===== config.mk =====
export PLATFORM = sky130hd
export DESIGN_NAME = mux_bus_decoder
export DESIGN_NICKNAME = d
export VERILOG_FILES = /design/src/rtl/mbd_pkg.sv /design/src/rtl/mbd_ctrl.sv /design/src/rtl/mbd_regfile.sv /design/src/rtl/mux_bus_decoder.sv
export SDC_FILE = /design/constraint.sdc
export NUM_CORES = 1
export LEC_CHECK = 0
export ABC_AREA = 1
export BUFFER_PORTS_ARGS = -buffer_cell sky130_fd_sc_hd__buf_2
export CAP_MARGIN = 20
export CORE_ASPECT_RATIO = 1.25
export CORE_MARGIN = 5
export CORE_UTILIZATION = 35
export DETAILED_ROUTE_END_ITERATION = 10
export PLACE_DENSITY_LB_ADDON = 0.1
export SYNTH_ARGS = -nofsm -noshare
export SYNTH_HDL_FRONTEND = slang
export SYNTH_SLANG_ARGS = --single-unit
export TNS_END_PERCENT = 5

===== constraint.sdc =====
create_clock -name clk -period 1.57 [get_ports clk]
set_input_delay 0.157 -clock clk [delete_from_list [all_inputs] [get_ports clk]]
set_output_delay 0.157 -clock clk [all_outputs]
set_load 0.005 [all_outputs]

===== src/rtl/mbd_pkg.sv =====
package mbd_pkg;
  localparam int NUM_REGS  = 4;
  localparam int REG_IDX_W = $clog2(NUM_REGS);

  typedef enum logic [REG_IDX_W-1:0] {
    REG_CFG  = 2'd0,
    REG_CNT  = 2'd1,
    REG_SER  = 2'd2,
    REG_STAT = 2'd3
  } regIdx_e;

  typedef struct packed {
    logic    wrCfg;
    logic    wrSer;
    logic    rdEn;
    regIdx_e rdSel;
  } ctlStrobe_t;
endpackage


===== src/rtl/mbd_ctrl.sv =====
module mbd_ctrl
  import mbd_pkg::*;
#(
  parameter int                ADDR_W   = 16,
  parameter logic [ADDR_W-1:0] REG_BASE = 16'h1FF8,
  parameter logic [ADDR_W-1:0] ROM_BASE = 16'h2000
) (
  input  logic              clk,
  input  logic              rstN,
  input  logic              ale,
  input  logic [ADDR_W-1:0] adIn,
  input  logic              rdN,
  input  logic              wrN,
  output logic              ramCeN,
  output logic              regCeN,
  output logic              romCeN,
  output ctlStrobe_t        strb
);
  logic [ADDR_W-1:0] addrQ;
  logic              addrValid;
  logic              inRam, inReg, inRom;
  regIdx_e           idx;

  // Address capture: sampled only on edges with the strobe high
  always_ff @(posedge clk) begin
    if (!rstN) begin
      addrQ     <= '0;
      addrValid <= 1'b0;
    end else if (ale) begin
      addrQ     <= adIn;
      addrValid <= 1'b1;
    end
  end

  // Region decode works from the held address only
  always_comb begin
    inRam = addrValid && (addrQ < REG_BASE);
    inReg = addrValid && (addrQ >= REG_BASE) && (addrQ < ROM_BASE);
    inRom = addrValid && (addrQ >= ROM_BASE);
    idx   = regIdx_e'(addrQ[REG_IDX_W-1:0]);
  end

  assign ramCeN = ~inRam;
  assign regCeN = ~inReg;
  assign romCeN = ~inRom;

  always_comb begin
    strb.wrCfg = inReg && !wrN && !ale && (idx == REG_CFG);
    strb.wrSer = inReg && !wrN && !ale && (idx == REG_SER);
    strb.rdEn  = inReg && !rdN;
    strb.rdSel = idx;
  end

  // held address only moves on an edge with ale high
  p_addr_hold_r1: assert property (@(posedge clk) disable iff (!rstN)
    !ale |=> $stable(addrQ));

  // a write strobe can only come from a window access
  p_wr_window_r8: assert property (@(posedge clk) disable iff (!rstN)
    (strb.wrCfg || strb.wrSer) |-> (!regCeN && !wrN));
endmodule


===== src/rtl/mbd_regfile.sv =====
module mbd_regfile
  import mbd_pkg::*;
#(
  parameter int DATA_W = 8
) (
  input  logic              clk,
  input  logic              rstN,
  input  ctlStrobe_t        strb,
  input  logic [DATA_W-1:0] wrData,
  input  logic              cntCap,
  input  logic [DATA_W-1:0] cntIn,
  input  logic [DATA_W-1:0] statIn,
  output logic [DATA_W-1:0] rdData,
  output logic              rdOe,
  output logic [DATA_W-1:0] cfgOut
);
  logic [DATA_W-1:0] cfgQ, serQ, cntQ, statQ;

  always_ff @(posedge clk) begin
    if (!rstN) begin
      cfgQ  <= '0;
      serQ  <= '0;
      cntQ  <= '0;
      statQ <= '0;
    end else begin
      if (strb.wrCfg) cfgQ <= wrData;
      if (strb.wrSer) serQ <= wrData;
      if (cntCap)     cntQ <= cntIn;
      statQ <= statIn;
    end
  end

  always_comb begin
    unique case (strb.rdSel)
      REG_CFG:  rdData = cfgQ;
      REG_CNT:  rdData = cntQ;
      REG_SER:  rdData = serQ;
      REG_STAT: rdData = statQ;
      default:  rdData = '0;
    endcase
  end

  assign rdOe   = strb.rdEn;
  assign cfgOut = cfgQ;

  // the counter register changes only through its capture strobe
  p_cnt_ro_r9: assert property (@(posedge clk) disable iff (!rstN)
    !cntCap |=> $stable(cntQ));

  // configuration holds unless a configuration write occurs
  p_cfg_hold_r8: assert property (@(posedge clk) disable iff (!rstN)
    !strb.wrCfg |=> $stable(cfgQ));
endmodule


===== src/rtl/mux_bus_decoder.sv =====
module mux_bus_decoder
  import mbd_pkg::*;
#(
  parameter int                ADDR_W   = 16,
  parameter int                DATA_W   = 8,
  parameter int                BANK_W   = 2,
  parameter logic [ADDR_W-1:0] REG_BASE = 16'h1FF8,
  parameter logic [ADDR_W-1:0] ROM_BASE = 16'h2000
) (
  input  logic              clk,
  input  logic              rstN,
  input  logic              ale,
  input  logic [ADDR_W-1:0] adIn,
  input  logic              rdN,
  input  logic              wrN,
  input  logic [BANK_W-1:0] bankSel,
  input  logic              cntCap,
  input  logic [DATA_W-1:0] cntIn,
  input  logic [DATA_W-1:0] statIn,
  output logic              ramCeN,
  output logic              regCeN,
  output logic              romCeN,
  output logic [BANK_W-1:0] romBank,
  output logic [DATA_W-1:0] rdData,
  output logic              rdOe,
  output logic [DATA_W-1:0] cfgOut
);
  ctlStrobe_t strb;

  mbd_ctrl #(
    .ADDR_W  (ADDR_W),
    .REG_BASE(REG_BASE),
    .ROM_BASE(ROM_BASE)
  ) u_ctrl (
    .clk   (clk),
    .rstN  (rstN),
    .ale   (ale),
    .adIn  (adIn),
    .rdN   (rdN),
    .wrN   (wrN),
    .ramCeN(ramCeN),
    .regCeN(regCeN),
    .romCeN(romCeN),
    .strb  (strb)
  );

  mbd_regfile #(
    .DATA_W(DATA_W)
  ) u_regs (
    .clk   (clk),
    .rstN  (rstN),
    .strb  (strb),
    .wrData(adIn[DATA_W-1:0]),
    .cntCap(cntCap),
    .cntIn (cntIn),
    .statIn(statIn),
    .rdData(rdData),
    .rdOe  (rdOe),
    .cfgOut(cfgOut)
  );

  // Bank bits go to the ROM unchanged
  assign romBank = bankSel;

  // never more than one enable low at a time
  p_one_ce_r3: assert property (@(posedge clk) disable iff (!rstN)
    $countones({~ramCeN, ~regCeN, ~romCeN}) <= 1);

  // the bus is driven only during a window read
  p_oe_window_r7: assert property (@(posedge clk) disable iff (!rstN)
    rdOe |-> (!regCeN && !rdN));

  // the cycle after a reset edge shows the idle state
  p_reset_idle_r2: assert property (@(posedge clk)
    !rstN |=> ({ramCeN, regCeN, romCeN} == 3'b111 && !rdOe && cfgOut == '0));
endmodule


==> flow_metrics.env, run 1 <==
export IMPL_critPathKind="flip-flop to primary output"
export IMPL_end_kind="primary output"
export IMPL_grt_max_degree=49
export IMPL_grt_setup_unrepaired="yes"
export IMPL_die_y_um=95.2
export IMPL_ys_seq_area_share_pct=47.3
export IMPL_start_util_pct=35.4
export IMPL_routedWlPerCell_um=11.8
export IMPL_layout_commonest_cell="nand2_1"
export IMPL_antenna_found_initial=0
export IMPL_post_dp_cell_area_sq_um=2380
export IMPL_worstPathMaxFanout=8
export IMPL_critPathLaunchType="flip-flop"
export IMPL_regArea_sq_um=972
export IMPL_cts_root_buffer="clkbuf_8"
export IMPL_fillers=631
export IMPL_grt_pass1_vias=1840
export IMPL_grt_pass1_wl_um=8340
export IMPL_status="finished clean"
export IMPL_finalCriticalPeriod_ns=1.45
export IMPL_max_vdd_ir_drop_uv=471
export IMPL_fp_coreArea_sq_um=5740
export IMPL_finalWirelength_um=4960
export IMPL_finalHoldViolCount=0
export IMPL_drt_iter0_drc=84
export IMPL_first_pass_iters=4
export IMPL_nets=393
export IMPL_drc=0
export IMPL_grt_usage_pct=14.2
export IMPL_num_vias=1856
export IMPL_synth_avg_cell_area_sq_um=6.99
export IMPL_clk_pin_slew_ns=0.09
export IMPL_htreeDepth=2
export IMPL_rows=31
export IMPL_place_gp_congestion=0.724
export IMPL_slew_headroom_pct=74.5
export IMPL_dp_hpwl_um=3470
export IMPL_clockBufferDepth=2
export IMPL_ant_nets=0
export IMPL_numPortBuffers=57
export IMPL_final_cell_mix="nand2_1 (79), nor2_1 (75), buf_2 (57)"
export IMPL_antenna_cells=0
export IMPL_tritoncts="done"
export IMPL_ys_ff_latch=48
export IMPL_syn_nets=331
export IMPL_worstPathArrival_ns=1.30
export IMPL_numCtsBuffers=5
export IMPL_post_route_util_pct=43.9
export IMPL_multiInputGateArea_sq_um=885
export IMPL_netlist_area_sq_um=2030
export IMPL_p_leak_uw=0.00133
export IMPL_insertion_delay_ns=0.30
export IMPL_fp_dieW_um=78.2
export IMPL_fin_tns_setup_ns=0
export IMPL_max_freq_mhz=688
export IMPL_period_share_pct=92.5
export IMPL_cts_sinks=48
export IMPL_yosys_warnings=0
export IMPL_setup_viol=0
export IMPL_layout_drive_gt1_share_pct=24.9
export IMPL_viasPerCell=4.42
export IMPL_finalWorstSetupSlack_ns=0.117
export IMPL_syn_to_final_growth_pct=24.1
export IMPL_powerDensity_nw_per_um2=907
export IMPL_io_pins=62
export IMPL_pre_cts_slack_ns=0.224
export IMPL_whs_ns=0.0362
export IMPL_final_cell_area_sq_um=2520
export IMPL_synth_distinct_cells=18
export IMPL_worst_pin_slew_ns=0.381
export IMPL_clock_skew_ns=0.00819
export IMPL_cap_violations=0
export IMPL_synthCells=291
export IMPL_hold_class="input pin to flip-flop"
export IMPL_drv_slew=0
export IMPL_die_area_sq_um=7440
export IMPL_gr_total_overflow=0
export IMPL_crit_required_ns=1.41
## cells in the mapped netlist
cell type  count  area (sq um)
nand4_4        2          42.5
nor2_1        77           289
nor2_2         1          6.26
inv_1         31           116
nand4_2        1          12.5
o21a_1         1          7.51
clkbuf_8       1          13.8
dfxtp_1       48           961
nand2_1       80           300
buf_4          2          15.0
o21ai_0       24           120
buf_6          2          22.5
buf_2          1          5.00
a21oi_1        3          15.0
nand4_1        8          50.1
nor2_4         3          33.8
clkinv_1       1          3.75
clkbuf_1       5          18.8
## where the power goes
group,total [uW],switching [uW],internal [uW],leakage (uW)
clock,754,394,360,0.0000455
combinational,236,135,101,0.000883
sequential,1300,27.6,1270,0.000397
## state kept, by name, summed over array words and instances, names as in the netlist
register / flops
u_ctrl.addrQ: 15
u_regs.cfgOut: 8
u_regs.cntQ: 8
u_regs.serQ: 8
u_regs.statQ: 8
u_ctrl.addrValid: 1
## per-layer routing
layer / track usage (%) / wire, um
met4: 5.69 / 74
met2: 24.7 / 2420
met5: 0 / 0
met3: 4.06 / 258
met1: 16.5 / 2210
## worst max-delay path, stage by stage (launching register included)
cell     delay, ns
dfxtp_4       0.38
inv_1         0.08
nor2_4        0.13
buf_6         0.15
nand2_1       0.06
nand4_1       0.09
buf_2         0.12
## area by class of cell
type / instances / area share [%]
clock buffer: 8 / 3.57
inverter: 32 / 4.76
multi-input combinational: 200 / 35.1
sequential: 48 / 38.5
tap: 66 / 3.27
timing repair buffer: 66 / 14.8
## worst paths after layout
| path | startpoint | to | slack, ns | depth (start not counted) |
|---|---|---|---|---|
| setup / recovery | u_ctrl.addrQ[1] | rdData[0] | 0.12 | 6 |
| hold / removal | statIn[0] | u_regs.statQ[0] | 0.04 | 3 |
| setup reg to reg | u_ctrl.addrQ[14] | u_regs.cfgOut[2] | 0.15 | 7 |
| hold reg to reg | u_ctrl.addrQ[13] | u_ctrl.addrQ[13] | 0.48 | 2 |
## stage by stage
| stage | total power (uW) | instances |
|---|---|---|
| 4_1_cts | 2310 | 417 |
| 2_1_floorplan | 1440 | 291 |
| 5_1_grt | 2420 | 420 |
| 6_report | 2290 | 420 |
| 3_3_place_gp | 1560 | 409 |
| 3_5_place_dp | 1560 | 409 |
## cells by family after synthesis
family	after synthesis	synth area share, %
buffers and inverters	43	9.60
AO/OA/AOI/OAI	28	7.02
flip-flops	48	47.3
AND/OR/NAND/NOR	172	36.1
## repair_timing
action / CTS / global route
endpoints found under the setup margin: 1 / 12
pin swaps: 0 / 3
hold buffers: 0 / 0
buffers inserted: 0 / 3
resized for setup: 1 / 12
(Power assumes the default switching activity.)
==> run 2, diff against run 1 <==
--- a/config.mk
+++ b/config.mk
@@ -10,7 +10,7 @@
 export CAP_MARGIN = 20
 export CORE_ASPECT_RATIO = 1.25
 export CORE_MARGIN = 5
-export CORE_UTILIZATION = 35
+export CORE_UTILIZATION = 50
 export DETAILED_ROUTE_END_ITERATION = 10
 export PLACE_DENSITY_LB_ADDON = 0.1
 export SYNTH_ARGS = -nofsm -noshare
==> run 2 against run 1 <==
Effect of this change:
- global-route usage up 3.0 points
- critical path depth up 1
- clock skew down 0.0041 ns
- highest routed layer unchanged
==> flow_metrics.env, run 2 (synthesized netlist as in run 1, its figures left out) <==
export IMPL_nets=391
export IMPL_switching_power_uw=526
export IMPL_grt_pass1_wl_um=7180
export IMPL_drv_slew=0
export IMPL_clk_pin_slew_ns=0.08
export IMPL_hold_buffers=0
export IMPL_slew_headroom_pct=69.3
export IMPL_finalWirelength_um=4440
export IMPL_io_pins=62
export IMPL_start_util_pct=50.8
export IMPL_grt_setup_unrepaired="yes"
export IMPL_routedWlPerCell_um=11.0
export IMPL_dp_hpwl_um=3250
export IMPL_end_kind="primary output"
export IMPL_largest_register="u_ctrl.addrQ"
export IMPL_p_leak_uw=0.00130
export IMPL_first_pass_iters=4
export IMPL_grt_pass1_vias=1655
export IMPL_fillers=419
export IMPL_grt_usage_pct=17.2
export IMPL_dpl_cell_count=397
export IMPL_tritoncts="done"
export IMPL_hold_class="input pin to flip-flop"
export IMPL_p_int_uw=1650
export IMPL_grt_max_degree=31
export IMPL_critPathLaunchType="flip-flop"
export IMPL_antenna_cells=0
export IMPL_worstPathArrival_ns=1.29
export IMPL_finalHoldViolCount=0
export IMPL_viasPerCell=4.49
export IMPL_gr_total_overflow=0
export IMPL_syn_to_final_growth_pct=20.1
export IMPL_status="finished clean"
export IMPL_worst_pin_slew_ns=0.458
export IMPL_cap_violations=0
export IMPL_cts_root_buffer="clkbuf_8"
export IMPL_layout_drive_gt1_share_pct=22.6
export IMPL_num_vias=1818
export IMPL_pwr_share_comb_pct=10.2
export IMPL_seqPwrFrac_pct=59.6
export IMPL_max_freq_mhz=692
export IMPL_largest_reg_flops=15
export IMPL_rows=26
export IMPL_period_share_pct=92.1
export IMPL_clock_skew_ns=0.00407
export IMPL_ant_nets=0
export IMPL_sw_frac_of_total_pct=24.1
export IMPL_setup_viol=0
export IMPL_crit_required_ns=1.41
export IMPL_drc=0
export IMPL_fp_coreArea_sq_um=4000
export IMPL_final_cell_mix="nand2_1 (80), nor2_1 (77), buf_2 (57)"
export IMPL_numPortBuffers=57
export IMPL_insertion_delay_ns=0.29
export IMPL_cts_sinks=48
export IMPL_antenna_found_initial=0
export IMPL_drt_iter0_drc=72
export IMPL_max_vdd_ir_drop_uv=624
export IMPL_powerDensity_nw_per_um2=892
export IMPL_clockBufferDepth=2
export IMPL_numCtsBuffers=5
export IMPL_whs_ns=0.0401
export IMPL_place_gp_congestion=0.738
export IMPL_fp_dieW_um=67.0
export IMPL_finalCriticalPeriod_ns=1.45
export IMPL_pwr_share_clk_pct=30.1
export IMPL_htreeDepth=2
export IMPL_layout_commonest_cell="nand2_1"
export IMPL_critPathKind="flip-flop to primary output"
export IMPL_die_y_um=81.3
export IMPL_die_area_sq_um=5450
export IMPL_worstPathMaxFanout=2
export IMPL_fin_cells=405
-- run 2: path summary, 6_finish.rpt --
check              startpoint          endpoint  slack (ns)  cells after the start
min reg2reg  u_ctrl.addrQ[13]  u_ctrl.addrQ[13]        0.47                      2
min                 statIn[6]   u_regs.statQ[6]        0.04                      3
max           u_ctrl.addrQ[6]              rdOe        0.12                      7
max reg2reg   u_ctrl.addrQ[6]  u_regs.cfgOut[3]        0.16                      8
-- run 2: layout make-up --
| class | count | area, sq um | area share (%) |
|---|---|---|---|
| Tap cell | 56 | 70.1 | 2.87 |
| Multi-Input combinational cell | 200 | 882 | 36.1 |
| Sequential cell | 48 | 963 | 39.4 |
| Timing Repair Buffer | 64 | 338 | 13.8 |
| Inverter | 32 | 120 | 4.92 |
| Clock buffer | 5 | 68.8 | 2.82 |
-- run 2: worst max-delay path, cell delays in order (launching register included) --
cell	delay, ns
dfxtp_1	0.34
nand2_1	0.05
nor2_1	0.11
nand2_1	0.11
nor2_4	0.12
nand2_1	0.07
nor2_1	0.08
buf_2	0.12
-- run 2: layer usage --
metal	global-route usage (%)	up-vias	routed length, um
li1	-	1001	-
met1	19.2	768	1990
met2	30.9	42	2130
met3	4.15	7	252
met4	6.69	0	71
met5	0	-	0
-- run 2: what timing repair did --
action	4_1_cts	5_1_grt
buffers inserted	0	3
pin swaps	0	3
endpoints found under the setup margin	5	9
hold endpoints to repair	0	0
gates resized for setup	2	2
-- run 2: through the flow --
step	TNS, ns	setup WS, ns	total power (uW)	utilization [%]	cell area [sq um]
floorplan	0	0.376	1440	-	2030
global placement	0	0.229	1540	58.6	2340
detailed placement	0	0.228	1540	58.6	2340
CTS	0	0.0134	2190	60.4	2420
global route	-0.00795	-0.00795	2280	61.0	2440
finish	0	0.125	2180	61.0	2440
-- run 2: power groups by stage --
| stage | Combinational, uW | Sequential (uW) | Clock (uW) |
|---|---|---|---|
| 4_1_cts | 221 | 1300 | 675 |
| 3_5_place_dp | 219 | 1330 | 0 |
| 6_report | 223 | 1300 | 656 |
| 3_3_place_gp | 216 | 1320 | 0 |
| 5_1_grt | 254 | 1310 | 719 |
| 2_1_floorplan | 124 | 1320 | 0 |
==> run 3, diff against run 2 <==
--- a/config.mk
+++ b/config.mk
@@ -8,9 +8,11 @@
 export ABC_AREA = 1
 export BUFFER_PORTS_ARGS = -buffer_cell sky130_fd_sc_hd__buf_2
 export CAP_MARGIN = 20
+export CELL_PAD_IN_SITES_DETAIL_PLACEMENT = 1
+export CELL_PAD_IN_SITES_GLOBAL_PLACEMENT = 1
 export CORE_ASPECT_RATIO = 1.25
 export CORE_MARGIN = 5
-export CORE_UTILIZATION = 50
+export CORE_UTILIZATION = 35
 export DETAILED_ROUTE_END_ITERATION = 10
 export PLACE_DENSITY_LB_ADDON = 0.1
 export SYNTH_ARGS = -nofsm -noshare
==> run 3 against run 2 <==
Effect of this change:
- non-clock buffer count grew 5
- utilization shrank 17 points
- total power grew 15%
- wire length grew 22%
- sequential share of layout area shrank 1.6 points
- fmax shrank 2.1%
- via count grew 7.0%
- critical path depth shrank 1
- register-to-register slack lost 0.02 ns
- sequential power is essentially flat
- cell area grew 4.6%
- sequential cell count is the same
- largest cell class unchanged
==> flow_metrics.env, run 3 (synthesized netlist as in run 1, its figures left out) <==
export IMPL_status="finished clean"
export IMPL_slowest_stage="dfxtp_2"
export IMPL_critPathLaunchType="flip-flop"
export IMPL_finalWirelength_um=5420
export IMPL_end_kind="primary output"
export IMPL_finalCriticalPeriod_ns=1.48
export IMPL_powerDensity_nw_per_um2=979
export IMPL_insertion_delay_ns=0.30
export IMPL_grt_max_degree=36
export IMPL_post_dp_cell_area_sq_um=2370
export IMPL_first_pass_iters=3
export IMPL_crit_required_ns=1.41
export IMPL_pre_cts_slack_ns=0.236
export IMPL_fp_dieW_um=78.2
export IMPL_nets=396
export IMPL_max_vdd_ir_drop_uv=420
export IMPL_clock_skew_ns=0.00528
export IMPL_clockBufferDepth=2
export IMPL_drc=0
export IMPL_grt_usage_pct=15.5
export IMPL_setup_viol=0
export IMPL_grt_util_met3_pct=4.25
export IMPL_gr_usage_met1_pct=16.3
export IMPL_fp_coreArea_sq_um=5740
export IMPL_pwr_share_comb_pct=9.5
export IMPL_numCtsBuffers=5
export IMPL_p_leak_uw=0.00135
export IMPL_seqPwrFrac_pct=51.9
export IMPL_cts_root_buffer="clkbuf_8"
export IMPL_die_y_um=95.2
export IMPL_ant_nets=0
export IMPL_hold_buffers=0
export IMPL_slew_headroom_pct=60.8
export IMPL_layout_drive_gt1_share_pct=24.6
export IMPL_finalHoldViolCount=0
export IMPL_hold_class="input pin to flip-flop"
export IMPL_grt_setup_unrepaired="yes"
export IMPL_cp_cell_sequence="inv_1 > nor2_4 > buf_4 > nand2_1 > nand4_1 > buf_2"
export IMPL_final_cell_mix="nand2_1 (79), nor2_1 (77), buf_2 (57)"
export IMPL_antenna_found_initial=0
export IMPL_num_vias=1945
export IMPL_post_route_util_pct=44.5
export IMPL_numPortBuffers=57
export IMPL_sw_frac_of_total_pct=22.7
export IMPL_die_area_sq_um=7440
export IMPL_worstPathMaxFanout=4
export IMPL_pwr_share_clk_pct=38.6
export IMPL_critPathMaxStageDelay_ns=0.38
export IMPL_antenna_cells=0
export IMPL_switching_power_uw=568
export IMPL_cap_violations=0
export IMPL_layout_commonest_cell="nand2_1"
export IMPL_largest_reg_flops=15
export IMPL_critPathKind="flip-flop to primary output"
export IMPL_gr_total_overflow=0
export IMPL_drt_iter0_drc=37
export IMPL_worstPathArrival_ns=1.32
export IMPL_io_pins=62
export IMPL_start_util_pct=35.4
export IMPL_grt_pass1_vias=2018
export IMPL_final_cell_area_sq_um=2550
export IMPL_finalWorstSetupSlack_ns=0.0940
export IMPL_rows=31
export IMPL_drv_slew=0
export IMPL_place_gp_congestion=0.743
export IMPL_tritoncts="done"
export IMPL_whs_ns=0.0347
export IMPL_period_share_pct=94.0
export IMPL_grt_pass1_wl_um=8970
export IMPL_grt_use_met2_pct=29.1
export IMPL_cts_sinks=48
export IMPL_htreeDepth=2
export IMPL_largest_register="u_ctrl.addrQ"
export IMPL_viasPerCell=4.60
export IMPL_syn_to_final_growth_pct=25.7
export IMPL_worst_pin_slew_ns=0.588
export IMPL_dp_hpwl_um=4100
export IMPL_p_int_uw=1930
export IMPL_max_freq_mhz=678
export IMPL_routedWlPerCell_um=12.8
export IMPL_clk_pin_slew_ns=0.08
export IMPL_grt_busiest_layer="met2"
run 3: critical path, delay by kind of cell, from the launching register on:
| kind | cells | cell delay (ns) |
|---|---|---|
| flops | 1 | 0.38 |
| buf+inv | 3 | 0.35 |
| simple gates | 3 | 0.28 |
run 3: final timing paths:
kind / start / end / slack (ns) / cells after the start
min: statIn[4] / u_regs.statQ[4] / 0.03 / 3
min reg2reg: u_ctrl.addrQ[13] / u_ctrl.addrQ[13] / 0.47 / 2
max: u_ctrl.addrQ[1] / rdData[5] / 0.09 / 6
max reg2reg: u_ctrl.addrQ[1] / u_regs.serQ[3] / 0.14 / 8
run 3: timing repair:
item                       4_1_cts  5_1_grt
buffers inserted                 4        2
pin swaps                        1        2
setup endpoints to repair        6       12
resized for setup                3        3
run 3: routing by layer:
layer / share of wire [%] / up-vias / wire length [um]
li1: - / 1011 / -
met1: 41 / 886 / 2200
met2: 52 / 40 / 2810
met3: 5.1 / 8 / 275
met4: 2.4 / 0 / 132
met5: 0 / - / 0
run 3: power by group through the flow:
stage                     sequential (uW)  combinational [uW]  clock, uW
after floorplan                      1320                 124          0
after global placement               1320                 229          0
after detailed placement             1330                 232          0
after CTS                            1300                 245       1010
after global routing                 1310                 273       1060
final                                1300                 238        965
run 3: metrics by stage:
step           setup TNS (ns)  total power, uW  std cells
4_1_cts                     0             2560        421
6_report                    0             2500        423
3_3_place_gp                0             1550        409
5_1_grt                -0.423             2640        423
2_1_floorplan               0             1440        291
3_5_place_dp                0             1560        409
run 3: area by class of cell:
type | count | area (sq um)
Clock inverter | 1 | 30.0
Timing Repair Buffer | 69 | 375
Inverter | 32 | 120
Multi-Input combinational cell | 200 | 885
Tap cell | 66 | 82.6
Sequential cell | 48 | 966
Clock buffer | 7 | 96.3
Fill cell | 777 | 3190
